<file path="src/rtl/nand_bridge_pkg.sv">
package nand_bridge_pkg;
  typedef enum logic [2:0] {
    OP_NONE,
    OP_DWR,
    OP_DRD,
    OP_CMD,
    OP_ADR,
    OP_CSW,
    OP_STR
  } op_e;
endpackage

</file>
<file path="src/rtl/nand_host_decode.sv">
module nand_host_decode
  import nand_bridge_pkg::*;
#(
  parameter int ADDR_W = 28,
  parameter logic [ADDR_W-1:0] CS_OFS = 28'hFFFFFFC,
  parameter logic [ADDR_W-1:0] ST_OFS = 28'hFFFFFF8
) (
  input  logic              we_i,
  input  logic [ADDR_W-1:0] addr_i,
  output op_e               op_o
);
  localparam logic [ADDR_W-1:0] DATA_OFS = '0;
  localparam logic [ADDR_W-1:0] CMD_OFS  = ADDR_W'(1);
  localparam logic [ADDR_W-1:0] ADR_OFS  = ADDR_W'(2);

  always_comb begin
    op_o = OP_NONE;
    if (we_i) begin
      if (addr_i == DATA_OFS)     op_o = OP_DWR;
      else if (addr_i == CMD_OFS) op_o = OP_CMD;
      else if (addr_i == ADR_OFS) op_o = OP_ADR;
      else if (addr_i == CS_OFS)  op_o = OP_CSW;
    end else begin
      if (addr_i == DATA_OFS)     op_o = OP_DRD;
      else if (addr_i == ST_OFS)  op_o = OP_STR;
    end
  end
endmodule

</file>
<file path="src/rtl/nand_rb_sync.sv">
module nand_rb_sync #(
  parameter int W = 16
) (
  input  logic         clk_i,
  input  logic         rst_ni,
  input  logic [W-1:0] d_i,
  output logic [W-1:0] q_o
);
  logic [W-1:0] s1_q, s2_q;

  always_ff @(posedge clk_i or negedge rst_ni) begin
    if (!rst_ni) begin
      s1_q <= '0;
      s2_q <= '0;
    end else begin
      s1_q <= d_i;
      s2_q <= s1_q;
    end
  end

  assign q_o = s2_q;
endmodule

</file>
<file path="src/rtl/nand_cycle_engine.sv">
module nand_cycle_engine
  import nand_bridge_pkg::*;
#(
  parameter int IO_W = 8,
  parameter int T_LO = 2,
  parameter int T_HI = 2
) (
  input  logic            clk_i,
  input  logic            rst_ni,
  input  logic            start_i,
  input  op_e             op_i,
  input  logic [IO_W-1:0] wdata_i,
  input  logic [IO_W-1:0] io_i,
  output logic            busy_o,
  output logic            we_n_o,
  output logic            re_n_o,
  output logic            cle_o,
  output logic            ale_o,
  output logic [IO_W-1:0] io_o,
  output logic            io_oe_o,
  output logic [IO_W-1:0] rd_data_o,
  output logic            rd_vld_o
);
  localparam int T_MAX = (T_LO > T_HI) ? T_LO : T_HI;
  localparam int CNT_W = $clog2(T_MAX + 1);

  typedef enum logic [2:0] {S_IDLE, S_SETUP, S_LOW, S_HIGH, S_HOLD} st_e;

  st_e              st_q;
  logic [CNT_W-1:0] cnt_q;
  op_e              op_q;
  logic [IO_W-1:0]  wd_q, rd_q;
  logic             vld_q;

  always_ff @(posedge clk_i or negedge rst_ni) begin
    if (!rst_ni) begin
      st_q  <= S_IDLE;
      cnt_q <= '0;
      op_q  <= OP_NONE;
      wd_q  <= '0;
      rd_q  <= '0;
      vld_q <= 1'b0;
    end else begin
      vld_q <= 1'b0;
      case (st_q)
        S_IDLE: if (start_i) begin
          st_q <= S_SETUP;
          op_q <= op_i;
          wd_q <= wdata_i;
        end
        S_SETUP: begin
          st_q  <= S_LOW;
          cnt_q <= CNT_W'(T_LO - 1);
        end
        S_LOW: if (cnt_q == '0) begin
          st_q  <= S_HIGH;
          cnt_q <= CNT_W'(T_HI - 1);
          if (op_q == OP_DRD) begin
            rd_q  <= io_i;  // captured while RE# still low
            vld_q <= 1'b1;
          end
        end else cnt_q <= cnt_q - 1'b1;
        S_HIGH: if (cnt_q == '0) st_q <= S_HOLD;
                else cnt_q <= cnt_q - 1'b1;
        S_HOLD: st_q <= S_IDLE;
        default: st_q <= S_IDLE;
      endcase
    end
  end

  logic strobe_lo, is_rd;
  assign strobe_lo = (st_q == S_LOW);
  assign is_rd     = (op_q == OP_DRD);
  assign busy_o    = (st_q != S_IDLE);
  assign we_n_o    = !(strobe_lo && !is_rd);
  assign re_n_o    = !(strobe_lo && is_rd);
  assign cle_o     = busy_o && (op_q == OP_CMD);
  assign ale_o     = busy_o && (op_q == OP_ADR);
  assign io_oe_o   = busy_o && !is_rd;
  assign io_o      = wd_q;
  assign rd_data_o = rd_q;
  assign rd_vld_o  = vld_q;

  p_latch_setup_r3: assert property (@(posedge clk_i) disable iff (!rst_ni)
    $fell(we_n_o) |-> ($past(cle_o) == cle_o && $past(ale_o) == ale_o));
  p_latch_hold_r3: assert property (@(posedge clk_i) disable iff (!rst_ni)
    $rose(we_n_o) |=> ($past(cle_o) == cle_o && $past(ale_o) == ale_o));
  p_latch_excl_r4: assert property (@(posedge clk_i) disable iff (!rst_ni)
    !(cle_o && ale_o));
  p_oe_not_read_r8: assert property (@(posedge clk_i) disable iff (!rst_ni)
    io_oe_o |-> re_n_o);
  p_one_strobe_r2: assert property (@(posedge clk_i) disable iff (!rst_ni)
    we_n_o || re_n_o);
endmodule

</file>
<file path="src/rtl/nand_host_bridge.sv">
module nand_host_bridge
  import nand_bridge_pkg::*;
#(
  parameter int ADDR_W = 28,
  parameter int HOST_W = 32,
  parameter int IO_W   = 8,
  parameter int N_DEV  = 16,
  parameter int T_LO   = 2,
  parameter int T_HI   = 2,
  parameter logic [ADDR_W-1:0] CS_OFS = 28'hFFFFFFC,
  parameter logic [ADDR_W-1:0] ST_OFS = 28'hFFFFFF8
) (
  input  logic              clk_i,
  input  logic              rst_ni,
  input  logic              req_i,
  input  logic              we_i,
  input  logic [ADDR_W-1:0] addr_i,
  input  logic [HOST_W-1:0] wdata_i,
  output logic [HOST_W-1:0] rdata_o,
  output logic              wait_o,
  output logic [N_DEV-1:0]  ce_n_o,
  output logic              we_n_o,
  output logic              re_n_o,
  output logic              cle_o,
  output logic              ale_o,
  output logic [IO_W-1:0]   io_o,
  output logic              io_oe_o,
  input  logic [IO_W-1:0]   io_i,
  input  logic [N_DEV-1:0]  rb_i
);
  localparam int CS_W = (N_DEV > 1) ? $clog2(N_DEV) : 1;

  op_e               op;
  logic              busy, accept, start, rd_vld;
  logic [IO_W-1:0]   rd_data;
  logic [N_DEV-1:0]  rb_s;
  logic [CS_W-1:0]   cs_q;
  logic [HOST_W-1:0] rdata_q;

  nand_host_decode #(.ADDR_W(ADDR_W), .CS_OFS(CS_OFS), .ST_OFS(ST_OFS)) u_dec (
    .we_i(we_i), .addr_i(addr_i), .op_o(op)
  );

  nand_rb_sync #(.W(N_DEV)) u_sync (
    .clk_i(clk_i), .rst_ni(rst_ni), .d_i(rb_i), .q_o(rb_s)
  );

  assign accept = req_i && !busy;
  assign start  = accept && (op == OP_DWR || op == OP_DRD || op == OP_CMD || op == OP_ADR);

  nand_cycle_engine #(.IO_W(IO_W), .T_LO(T_LO), .T_HI(T_HI)) u_eng (
    .clk_i(clk_i), .rst_ni(rst_ni), .start_i(start), .op_i(op),
    .wdata_i(wdata_i[IO_W-1:0]), .io_i(io_i), .busy_o(busy),
    .we_n_o(we_n_o), .re_n_o(re_n_o), .cle_o(cle_o), .ale_o(ale_o),
    .io_o(io_o), .io_oe_o(io_oe_o), .rd_data_o(rd_data), .rd_vld_o(rd_vld)
  );

  always_ff @(posedge clk_i or negedge rst_ni) begin
    if (!rst_ni) begin
      cs_q    <= '0;
      rdata_q <= '0;
    end else begin
      if (rd_vld) rdata_q <= HOST_W'(rd_data);
      if (accept) begin
        case (op)
          OP_CSW:  if (32'(wdata_i[CS_W-1:0]) < N_DEV) cs_q <= wdata_i[CS_W-1:0];
          OP_STR:  rdata_q <= HOST_W'(rb_s);
          OP_NONE: if (!we_i) rdata_q <= '0;
          default: ;
        endcase
      end
    end
  end

  for (genvar g = 0; g < N_DEV; g++) begin : g_ce
    assign ce_n_o[g] = (cs_q != CS_W'(g));
  end

  assign wait_o  = busy;
  assign rdata_o = rdata_q;

  p_strobe_in_wait_r7: assert property (@(posedge clk_i) disable iff (!rst_ni)
    (!we_n_o || !re_n_o) |-> wait_o);
  p_ignore_busy_req_r7: assert property (@(posedge clk_i) disable iff (!rst_ni)
    (wait_o && req_i) |=> ($stable(cs_q) && $stable(ce_n_o)));
  p_ce_single_r5: assert property (@(posedge clk_i) disable iff (!rst_ni)
    $countones(~ce_n_o) == 1);
  p_undef_no_wait_r9: assert property (@(posedge clk_i) disable iff (!rst_ni)
    (req_i && !wait_o && op == OP_NONE) |=> !wait_o);
  p_status_ret_r6: assert property (@(posedge clk_i) disable iff (!rst_ni)
    (req_i && !wait_o && op == OP_STR) |=> (rdata_o == HOST_W'($past(rb_s))));
endmodule

</file>
<file path="config.mk">
export PLATFORM = sky130hd
export DESIGN_NAME = nand_host_bridge
export DESIGN_NICKNAME = d
export VERILOG_FILES = /design/src/rtl/nand_bridge_pkg.sv /design/src/rtl/nand_host_decode.sv /design/src/rtl/nand_rb_sync.sv /design/src/rtl/nand_cycle_engine.sv /design/src/rtl/nand_host_bridge.sv
export SDC_FILE = /design/constraint.sdc
export NUM_CORES = 1
export LEC_CHECK = 0
export CORE_UTILIZATION = 43
export DETAILED_ROUTE_END_ITERATION = 7
export PLACE_DENSITY = 0.77
export SETUP_SLACK_MARGIN = 0.05
export SYNTH_ARGS = -nofsm -noshare
export SYNTH_HDL_FRONTEND = slang
export SYNTH_HIERARCHICAL = 1
export SYNTH_SLANG_ARGS = --single-unit
</file>
<file path="constraint.sdc">
create_clock -name clk_i -period 2.53 [get_ports clk_i]
set_input_delay 0.506 -clock clk_i [delete_from_list [all_inputs] [get_ports clk_i]]
set_output_delay 0.506 -clock clk_i [all_outputs]
set_load 0.01 [all_outputs]
</file>
==> results.json, run 1 <==
{
  "ys_seq_elements": 93,
  "cts_num_sinks": 93,
  "syn_nets": 351,
  "slew_viol_final": 0,
  "grt_pass1_wl_um": 13680,
  "hp-class": "input pin to async pin",
  "max-cap-violations": 0,
  "ys_types": 49,
  "min_period_ns": 2.596,
  "pre_cts_slack_ns": -0.7355,
  "crit_chain": "clkdlybuf4s15_1 > nand4b_1 > nor4_2 > nand2_1 > o31ai_4 > nor3_2 > nor4bb_2 > buf_4 > and2_4 > mux2_4",
  "hpwl_um": 5932,
  "violations": "setup timing",
  "status": "finished, violations left",
  "nNetsFinal": 502,
  "finalCritPeriodShare": 1.026,
  "cts_hold_buf": 0,
  "num_vias": 2709,
  "tns_ns": -0.3648,
  "drive_gt1_frac": 0.2542,
  "gp_congestion": 0.8312,
  "vias_per_cell": 5.190,
  "fin_hold_ws_ns": 0.1675,
  "ioPinCount": 150,
  "critPathRequiredTime_ns": 2.77,
  "root_buffer": "clkbuf_8",
  "slew_headroom": 0.5344,
  "critPathTopFamily": "simple AND/OR/NAND/NOR gates",
  "synth_warnings": 6,
  "drtIter0Drc": 132,
  "area_growth_pct": 46.81,
  "cts_tree": "done",
  "syn_area_um2": 3686,
  "leakage_uw": 0.002388,
  "cp_slowest_cell": "nor4_2",
  "antenna_found_initial": 0,
  "instances_no_fill": 522,
  "finalSetupViolCount": 6,
  "avgRoutedWirePerCell_um": 16.71,
  "synthFlopType": "dfrtp_1",
  "async_reset_ff_frac": 1.000,
  "final_cell_mix": "94 x clkdlybuf4s50_1, 92 x dfrtp_1, 22 x buf_4",
  "report.final.hold_viol_count": 0,
  "mostFrequentLayoutCell": "clkdlybuf4s50_1",
  "portBuffers": 125,
  "fp.dieH_um": 94.59,
  "firstDrtPassIters": 4,
  "grt_pass1_vias": 2713,
  "powerDensity_nw_per_um2": 528.0,
  "ant_nets": 0,
  "slowest_delay_ns": 0.35,
  "rsz0062_at_grt": "true",
  "crit_arrival_ns": 2.84,
  "rows": 33,
  "clock_skew_ns": 0.009453,
  "antennaDiodeCount": 0,
  "grt_max_degree": 51,
  "htreeDepth": 3,
  "clk_latency_ns": 0.35,
  "cts.reportedPaths.clkPinSlew_ns": 0.09,
  "cp_max_fo": 5,
  "crit_type": "input pin to flip-flop",
  "worst-path-buf-inv": 2,
  "cts_buffers": 9,
  "drcViolationCount": 0,
  "synth_edf_count": 0,
  "synthCells": 261,
  "startpoint_type": "input pin",
  "routed_wl_um": 8724,
  "design.core.area_um2": 8258,
  "ctsLongestPathBuffers": 2,
  "setup_ws_ns": -0.06552,
  "avgSynthCellArea_um2": 14.12,
  "fp.dieArea_um2": 8946,
  "fmax_ghz": 0.3853,
  "worstMarginPinSlew_ns": 0.6977,
  "dp_cells": 495,
  "ir_drop_mv": 0.3167,
  "synth-seq-area-share": 0.6314,
  "end_kind": "flip-flop",
  "die_w_um": 94.59,
  "start_util": 0.4464,
  "grt.overflow.total": 0,
  "grt_use_total": 0.2021
}
-- power by group --
group | total, µW | internal [µW] | switching [µW]
clock | 929 | 419 | 510
sequential | 1560 | 1530 | 30.1
combinational | 368 | 192 | 176
-- worst paths after layout --
check | depth (start not counted) | slack (ns) | from | endpoint
max in group asynchronous | 2 | 1.71 | rst_ni | u_eng/op_q[1]
min reg2reg | 0 | 0.35 | u_sync/s1_q[15] | u_sync/q_o[15]
max | 10 | -0.07 | addr_i[1] | u_eng/io_o[1]
max reg2reg | 5 | 0.42 | u_eng/st_q[1] | rdata_o[10]
min | 1 | 0.17 | rst_ni | u_eng/st_q[2]
min in group clk_i | 0 | 0.35 | u_sync/s1_q[15] | u_sync/q_o[15]
-- per-layer routing --
layer / track usage / part of all wire / wire length [µm]
met5: 0 / 0 / 0
met1: 0.2570 / 0.42 / 3626
met4: 0.09091 / 0.025 / 222
met2: 0.3213 / 0.50 / 4386
met3: 0.05797 / 0.056 / 489
-- worst register-to-register path, stage by stage (launching register included) --
cell     delay, ns
dfrtp_2       0.46
nor3_4        0.32
inv_1         0.15
or3b_1        0.48
a21o_4        0.31
a32o_1        0.30
-- metrics by stage --
step / instance area, µm² / power (µW) / utilization
final: 5411 / 2857 / 0.6553
after global routing: 5411 / 2999 / 0.6553
after global placement: 5117 / 1932 / 0.6197
after detailed placement: 5117 / 1944 / 0.6197
after CTS: 5339 / 2875 / 0.6465
after floorplan: 3695 / 1727 / -
-- layout make-up --
class / count / area, µm²
fillers: 645 / 2846
flip-flops and latches: 93 / 2328
multi-input cells: 157 / 1381
repair buffers: 147 / 1363
clock buffers: 11 / 151.4
well taps: 105 / 131.4
clock inverters: 5 / 41.29
inverters: 4 / 15.01
-- synth_stat cells, drive strengths merged, types with 2 or more instances --
cell type  instances  area share
ha                 2      0.0068
xor2               2      0.0048
o22ai              2      0.0034
nor3b              2      0.0085
clkbuf             3      0.0031
mux2i              9       0.024
a32o               8       0.022
nor4               7       0.020
nor2b              4      0.0068
inv                4      0.0041
nor2              11       0.012
nand4b             2      0.0048
nor4bb             3      0.0081
or3                2      0.0048
o2bb2ai            8       0.019
buf                5       0.013
or2b               2      0.0041
nor3               4      0.0068
dfrtp             93        0.63
nand4              7       0.012
nand3             10       0.017
nand2             16       0.016
mux2              23       0.084
and3              17       0.029
-- flip-flops by register name (all words and copies together), names as in the netlist --
signal	count
u_sync/s1_q	16
cs_q	4
u_eng/op_q	3
u_eng/rd_vld_o	1
u_eng/cnt_q	2
u_eng/io_o	8
u_eng/rd_data_o	8
rdata_o	32
u_sync/q_o	16
u_eng/st_q	3
-- repair_timing --
item,in CTS,in global routing
hold endpoints to repair,0,0
setup endpoints to repair,32,18
gates cloned,1,0
buffers inserted,6,4
pin swaps,16,18
gates resized for setup,71,36
-- cells by family after synthesis --
family                   synth area share
buffers and inverters             0.02037
AO/OA/AOI/OAI                     0.06483
XOR/XNOR                         0.004753
multiplexers                       0.1079
adder cells (fa/ha/maj)          0.006788
flip-flops                         0.6314
AND/OR/NAND/NOR                    0.1640
(Power assumes the default switching activity.)
==> run 2, diff against run 1 <==
--- a/config.mk
+++ b/config.mk
@@ -5,9 +5,9 @@
 export SDC_FILE = /design/constraint.sdc
 export NUM_CORES = 1
 export LEC_CHECK = 0
-export CORE_UTILIZATION = 43
+export CORE_UTILIZATION = 40
 export DETAILED_ROUTE_END_ITERATION = 7
-export PLACE_DENSITY = 0.77
+export PLACE_DENSITY = 0.72
 export SETUP_SLACK_MARGIN = 0.05
 export SYNTH_ARGS = -nofsm -noshare
 export SYNTH_HDL_FRONTEND = slang
==> run 2 against run 1 <==
  * Largest power group unchanged
  * Via count up 0.74%
  * Largest cell class unchanged
  * The run ends with DRC left
  * Global-route usage fell by 1.3 points
  * Power rose by 1.9%
  * Combinational power grew 6.5%
==> results.json, run 2 (synthesized netlist as in run 1, its figures left out) <==
{
  "status": "finished, violations left",
  "violations": "DRC",
  "powerDensity_nw_per_um2": 532.4,
  "mostFrequentLayoutCell": "clkdlybuf4s50_1",
  "final_util": 0.6209,
  "avgRoutedWirePerCell_um": 16.74,
  "htreeDepth": 3,
  "grt_pass1_wl_um": 14030,
  "leakage_uw": 0.002395,
  "cts_buffers": 9,
  "dp_cells": 497,
  "cts_hold_buf": 0,
  "portBuffers": 125,
  "critPathRequiredTime_ns": 2.77,
  "grt_use_total": 0.1891,
  "instances_no_fill": 523,
  "finalCritPeriodShare": 0.9883,
  "crit_type": "input pin to flip-flop",
  "routed_wl_um": 8754,
  "ir_drop_mv": 0.3141,
  "end_kind": "flip-flop",
  "fp.dieArea_um2": 9603,
  "clk_latency_ns": 0.35,
  "dr.max_layer_used": "met4",
  "rsz0062_at_grt": "true",
  "ant_nets": 0,
  "rows": 34,
  "n_fill_cell": 686,
  "hpwl_um": 6035,
  "fin_hold_ws_ns": 0.1367,
  "wl_met1_um": 3612,
  "startpoint_type": "input pin",
  "start_util": 0.4186,
  "power_uw": 2911,
  "finalSetupViolCount": 0,
  "crit_arrival_ns": 2.74,
  "grt_max_degree": 50,
  "ctsLongestPathBuffers": 2,
  "fmax_ghz": 0.3999,
  "num_vias": 2729,
  "wl_met2_um": 4386,
  "fp.dieH_um": 98.00,
  "clock_skew_ns": 0.008902,
  "ioPinCount": 150,
  "grt.overflow.total": 0,
  "tns_ns": 0,
  "max-cap-violations": 0,
  "area_growth_pct": 48.34,
  "slew_headroom": 0.5867,
  "drcViolationCount": 6,
  "vias_per_cell": 5.218,
  "root_buffer": "clkbuf_8",
  "report.final.hold_viol_count": 0,
  "final_cell_mix": "94 x clkdlybuf4s50_1, 91 x dfrtp_1, 18 x buf_4",
  "min_period_ns": 2.500,
  "slew_viol_final": 0,
  "cts_num_sinks": 93,
  "largest_reg_flops": 32,
  "firstDrtPassIters": 6,
  "nNetsFinal": 500,
  "hp-class": "input pin to async pin",
  "grt_pass1_vias": 2792,
  "die_w_um": 98.00,
  "antenna_found_initial": 0,
  "antennaDiodeCount": 0,
  "gp_congestion": 0.8485,
  "drive_gt1_frac": 0.2723,
  "cp_max_fo": 5,
  "design.core.area_um2": 8806,
  "worstMarginPinSlew_ns": 0.6192,
  "drtIter0Drc": 80,
  "cts_tree": "done",
  "cts.reportedPaths.clkPinSlew_ns": 0.09,
  "wl_met3_um": 561
}
run 2: cell type report:
class	count	area, µm²	share of cell area
multi-input cells	157	1430	0.2616
clock buffers	9	123.9	0.02265
clock inverters	7	75.07	0.01373
inverters	4	15.01	0.002746
repair buffers	145	1359	0.2485
well taps	108	135.1	0.02471
flip-flops and latches	93	2330	0.4261
run 2: final timing paths:
path	startpoint	end	slack, ns	cells after the start
min reg2reg	u_sync/s1_q[3]	u_sync/q_o[3]	0.35	0
max reg2reg	u_eng/st_q[1]	rdata_o[12]	0.42	6
min in group clk_i	u_sync/s1_q[3]	u_sync/q_o[3]	0.35	0
max in group asynchronous	rst_ni	u_sync/q_o[6]	1.75	2
max	addr_i[10]	u_eng/op_q[0]	0.03	12
min	rst_ni	u_eng/cnt_q[0]	0.14	1
run 2: metal layers:
| metal | GRT usage | vias to the layer above |
|---|---|---|
| met5 | 0 | - |
| met4 | 0.07809 | 0 |
| met1 | 0.2269 | 1359 |
| met2 | 0.3185 | 93 |
| met3 | 0.05583 | 17 |
| li1 | - | 1260 |
run 2: timing repair:
| action | in CTS | in global routing |
|---|---|---|
| gates cloned | 1 | 0 |
| pin swaps | 20 | 21 |
| buffers inserted | 6 | 4 |
| resized for setup | 82 | 40 |
| endpoints found under the hold margin | 0 | 0 |
| setup endpoints to repair | 32 | 35 |
run 2: through the flow:
step | setup WS, ns | instance area, µm²
global route | -0.03848 | 5468
global placement | -0.6175 | 5114
finish | 0.02966 | 5468
floorplan | -0.06290 | 3695
CTS | 0.05137 | 5380
detailed placement | -0.7343 | 5114
run 2: power by group:
part | internal, µW | total (µW) | switching [µW]
Clock | 393 | 957 | 565
Combinational | 205 | 392 | 187
Sequential | 1530 | 1560 | 31.9
Total | 2130 | 2910 | 783
run 2: critical path, stage by stage:
cell      delay, ns
buf_2          0.11
nor4_2         0.26
nand4_1        0.19
or3_4          0.44
a21boi_4       0.18
buf_6          0.12
buf_6          0.09
o21ai_2        0.05
nor4bb_4       0.16
buf_4          0.15
and2_4         0.19
mux2_4         0.30
